===== src/rtl/ns_testwrap_pkg.sv =====
`timescale 1ns/100ps
package ns_testwrap_pkg;

    // number of observation groups for k state bits and l inputs
    function automatic int unsigned grp_count(input int unsigned k, input int unsigned l);
        return (k + l - 1) / l;
    endfunction

    // width of group j (the last one may be short)
    function automatic int unsigned grp_width(input int unsigned k, input int unsigned l,
                                              input int unsigned j);
        int unsigned rem;
        rem = k - j * l;
        return (rem < l) ? rem : l;
    endfunction

endpackage


===== src/rtl/ns_demo_core.sv =====
`timescale 1ns/100ps
// Example machine: counter value in st[K-1:1], reach marker in st[0].
module ns_demo_core #(
    parameter int unsigned NIN  = 2,
    parameter int unsigned NOUT = 4,
    parameter int unsigned NST  = 5
) (
    input  logic [NST-1:0]  st,
    input  logic [NIN-1:0]  pin,
    output logic [NST-1:0]  nxt,
    output logic [NOUT-1:0] z
);
    localparam int unsigned VW = NST - 1;

    logic [VW-1:0] v;
    logic [VW-1:0] step;

    assign v    = st[NST-1:1];
    assign step = VW'(pin);

    always_comb begin
        nxt[NST-1:1] = v + step;
        nxt[0]       = (&v) & (&pin);
    end

    for (genvar i = 0; i < NOUT; i++) begin : g_out
        if (i == 0) begin : g_par
            assign z[i] = (^v) ^ pin[0];
        end else if (i == 1) begin : g_top
            assign z[i] = v[VW-1];
        end else if (i == 2) begin : g_full
            assign z[i] = &v;
        end else begin : g_mix
            assign z[i] = v[(i-3) % VW] ^ pin[i % NIN];
        end
    end

endmodule


===== src/rtl/ns_grp_term.sv =====
`timescale 1ns/100ps
// AND-OR observation term for one group of at least two state bits.
module ns_grp_term #(
    parameter int unsigned GW = 2
) (
    input  logic [GW-1:0] xin,
    input  logic [GW-1:0] ybits,
    output logic          f
);
    assign f = |(xin & ybits);
endmodule


===== src/rtl/ns_obs_mux.sv =====
`timescale 1ns/100ps
module ns_obs_mux
    import ns_testwrap_pkg::*;
#(
    parameter int unsigned NIN  = 2,
    parameter int unsigned NOUT = 4,
    parameter int unsigned NST  = 5
) (
    input  logic            test_en,
    input  logic [NIN-1:0]  pin,
    input  logic [NST-1:0]  st,
    input  logic [NOUT-1:0] core_z,
    output logic [NOUT-1:0] pout
);
    localparam int unsigned NGRP = grp_count(NST, NIN);

    for (genvar j = 0; j < NOUT; j++) begin : g_o
        if (j < NGRP) begin : g_obs
            localparam int unsigned GW = grp_width(NST, NIN, j);
            logic f;
            if (GW == 1) begin : g_one
                assign f = st[j*NIN];
            end else begin : g_many
                ns_grp_term #(.GW(GW)) i_term (
                    .xin   (pin[GW-1:0]),
                    .ybits (st[j*NIN +: GW]),
                    .f     (f)
                );
            end
            assign pout[j] = test_en ? f : core_z[j];
        end else begin : g_pass
            assign pout[j] = core_z[j];
        end
    end

endmodule


===== src/rtl/ns_testwrap.sv =====
`timescale 1ns/100ps
module ns_testwrap
    import ns_testwrap_pkg::*;
#(
    parameter int unsigned NIN  = 2,
    parameter int unsigned NOUT = 4,
    parameter int unsigned NST  = 5
) (
    input  logic            clk,
    input  logic            rst,
    input  logic            test_en,
    input  logic [NIN-1:0]  pin,
    output logic [NOUT-1:0] pout
);
    localparam int unsigned NGRP     = grp_count(NST, NIN);
    localparam logic [NST-1:0] RST_CODE = '0;

    if (NST > NIN * NOUT) begin : g_too_many_state_bits
        $error("ns_testwrap: state bits exceed inputs times outputs");
    end
    if (NST < 2) begin : g_too_few_state_bits
        $error("ns_testwrap: at least two state bits required");
    end

    typedef struct packed {
        logic [NST-1:0] st;
    } regs_t;

    regs_t r_d, r_q;

    logic [NST-1:0]  core_nxt;
    logic [NOUT-1:0] core_z;
    logic [NST-1:0]  st_q;

    assign st_q = r_q.st;

    ns_demo_core #(.NIN(NIN), .NOUT(NOUT), .NST(NST)) i_core (
        .st  (r_q.st),
        .pin (pin),
        .nxt (core_nxt),
        .z   (core_z)
    );

    always_comb begin
        r_d       = r_q;
        r_d.st    = core_nxt;
        r_d.st[0] = core_nxt[0] | test_en;   // marker forced in test mode
        if (rst) begin
            r_d.st = RST_CODE;
        end
    end

    always_ff @(posedge clk) begin
        r_q <= r_d;
    end

    ns_obs_mux #(.NIN(NIN), .NOUT(NOUT), .NST(NST)) i_obs (
        .test_en (test_en),
        .pin     (pin),
        .st      (r_q.st),
        .core_z  (core_z),
        .pout    (pout)
    );

endmodule



===== config.mk =====
export PLATFORM = sky130hd
export DESIGN_NAME = ns_testwrap
export DESIGN_NICKNAME = d
export VERILOG_FILES = /design/src/rtl/ns_testwrap_pkg.sv /design/src/rtl/ns_demo_core.sv /design/src/rtl/ns_grp_term.sv /design/src/rtl/ns_obs_mux.sv /design/src/rtl/ns_testwrap.sv
export SDC_FILE = /design/constraint.sdc
export NUM_CORES = 1
export LEC_CHECK = 0
export ABC_AREA = 1
export BUFFER_PORTS_ARGS = -buffer_cell sky130_fd_sc_hd__buf_4
export CAP_MARGIN = 20
export CORE_AREA = 2 2 39 41
export CTS_BUF_LIST = sky130_fd_sc_hd__clkbuf_16
export CTS_CLUSTER_SIZE = 25
export DETAILED_ROUTE_END_ITERATION = 7
export DIE_AREA = 0 0 41 43
export GPL_TIMING_DRIVEN = 0
export PLACE_DENSITY = 0.52
export SETUP_SLACK_MARGIN = 0.1
export SLEW_MARGIN = 5
export SYNTH_ARGS = -nofsm -noshare
export SYNTH_HDL_FRONTEND = slang
export SYNTH_SLANG_ARGS = --single-unit

===== constraint.sdc =====
create_clock -name clk -period 1.35 [get_ports clk]
set_input_delay 0.3375 -clock clk [delete_from_list [all_inputs] [get_ports clk]]
set_output_delay 0.3375 -clock clk [all_outputs]
set_load 0.02 [all_outputs]

==> flow_summary.toml <==
[status]
status = "finished, violations left"
violations = "negative setup slack"

[pwr]
vdd.ir_drop.worst_v = 0.000955
power_density_nw_per_um2 = 1460
leakage_nw = 0.309

[cts]
cts_buffers = 3
ctsHtreeMaxLevel = 1
cts_sinks = 5
cts_tree = "built"
clk_pin_slew_ps = 30
root_buffer = "clkbuf_16"
worstSkewPairLatency_ps = 230
cts.path.max_buffers = 2

[synthesis]
yosys_warnings = 0
syn-cell-area_um2 = 348
syn_area_per_cell_um2 = 7.10
syn-num-nets = 60
syn_inst = 49
yosysSeqAreaShare = 0.288
ys_types = 13
synth_seq_cells = 5

[detailed_routing]
drtAntennaViolNets = 0
first_pass_iters = 2
vias = 349
drc_errors = 0
drt-initial-drc-count = 1
routedWlPerCell_um = 10.7
routed_via_density = 4.36
wl_um = 857

[worst_setup_path]
required_ps = 1010
r2r-start = "r_q[1]"
r2r_slack_ps = -80
critPathCapture = "pout[0]"
crit_path_start = "r_q[2]"
worstPathArrival_ps = 1270
cp-start-kind = "register"
r2r.worst_path.cells = 6
endpoint_kind = "primary output"
crit_path_max_fanout = 2
timing.rr.end = "r_q[2]"
critical_path_class = "reg2out"

[timing]
hold_viol = 0
period_share = 1.19
setup_viol = 6
rsz0062_at_grt = "true"
min_period_ps = 1610
maxSlewHeadroom = 0.846
worst_slack_ps = -260
drv_slew = 0
max_slew.worst_pin.slew_ps = 231
skew_ps = 1.83
whs_ps = 296
fmax_mhz = 621

[floorplan]
die_width_um = 41
io_pins = 9
die_y_um = 43
dieArea_um2 = 1760
core_um2 = 1380
rows = 14
start_util = 0.251

[finish]
area_growth_pct = 88.5
layout.cells.most_common_list = "nand2_1, inv_1, buf_4, ha_4, buf_6"
final_cell_count_no_fill = 80
regArea_um2 = 113
largest_reg_flops = 5
antennaDiodeCount = 0
fin_nets = 76
multiInputGateArea_um2 = 298
regMostFlops = "r_q"
reg_top3 = "r_q (5)"
drive_gt1_frac = 0.563
fin_area_um2 = 656
fillers = 133

[grt]
antenna_found_initial = 0
grt_max_degree = 7
grt_pass1_wl_mm = 1.22
grt.total_usage = 0.113
grt_pass1_vias = 306
overflow = 0

[placed_design]
dp_cells = 73
post_dp_cell_area_um2 = 459
port-buffer-count = 8
place.gp.congestion = 0.720
dpl.hpwl_um = 552

[flow_run]
max_cap_violations = 0

[hold_path]
hp-class = "in2reg"
holdPathStages = 2
==> how the worst min path moves through the flow <==
stage	slack, ps	endpoint	start
after floorplan	400	r_q[1]	rst
after global placement	540	r_q[2]	rst
after detailed placement	540	r_q[2]	rst
after CTS	300	r_q[1]	rst
after global routing	300	r_q[2]	rst
final	300	r_q[2]	rst
==> synthesized netlist by cell type (all sizes together) <==
cell	count	area, µm²
nand3	2	10.0
o21ai	1	5.00
nand2	12	45.0
nor3	1	5.00
a22oi	1	7.51
fa	1	20.0
ha	5	62.6
nor2	5	18.8
dfxtp	5	100
xnor2	1	8.76
buf	1	7.51
a21oi	4	20.0
inv	10	37.5
==> cell type report <==
type | count | area share
clock buffer | 3 | 0.115
clock inverter | 1 | 0.00573
inverter | 10 | 0.0573
multi-input combinational | 33 | 0.454
sequential | 5 | 0.172
tap | 16 | 0.0305
timing repair buffer | 12 | 0.166
==> power by group <==
group	internal [mW]	switching (mW)	total (mW)
clock network	0.384	0.0974	0.481
registers	0.169	0.0178	0.187
logic	0.148	0.138	0.286
==> logic make-up after synthesis <==
logic type,share of synthesized area
fa+ha+maj,0.237
compound gates,0.0935
xor+xnor,0.0252
flops,0.288
simple gates,0.227
buf+inv,0.130
==> worst max-delay path, cell delays in order, from the launching register on <==
cell	delay (ps)
dfxtp_4	350
ha_4	270
inv_2	30
nand2_2	60
nand2_1	50
nand2_1	60
nand3_2	60
nand2_2	60
buf_6	110
==> metrics by stage <==
stage          worst slack, ps   util  power, mW  TNS, ps
2_1_floorplan             68.6      -      0.316        0
6_report                  -260  0.474      0.954     -639
3_3_place_gp             -79.9  0.332      0.375     -140
3_5_place_dp             -66.7  0.332      0.379     -156
4_1_cts                   -278  0.427      0.902     -667
5_1_grt                   -330  0.474       1.02     -887
==> per-layer routing <==
metal  part of all wire  routed length (µm)  vias to the layer above  global-route usage
met2               0.50                 431                       11               0.141
li1                   -                   -                      181                   -
met1               0.40                 341                      154               0.129
met4              0.012                  10                        0              0.0600
met5                  0                   0                        -                   0
met3              0.086                  74                        3              0.0942
==> timing repair <==
action                     4_1_cts  5_1_grt
cloned                           0        0
gates resized for setup          8       16
pin swaps                        1        8
hold buffers                     0        0
setup endpoints to repair        5        7
buffers inserted                 3        1
Power figures use the tool's default switching activity.
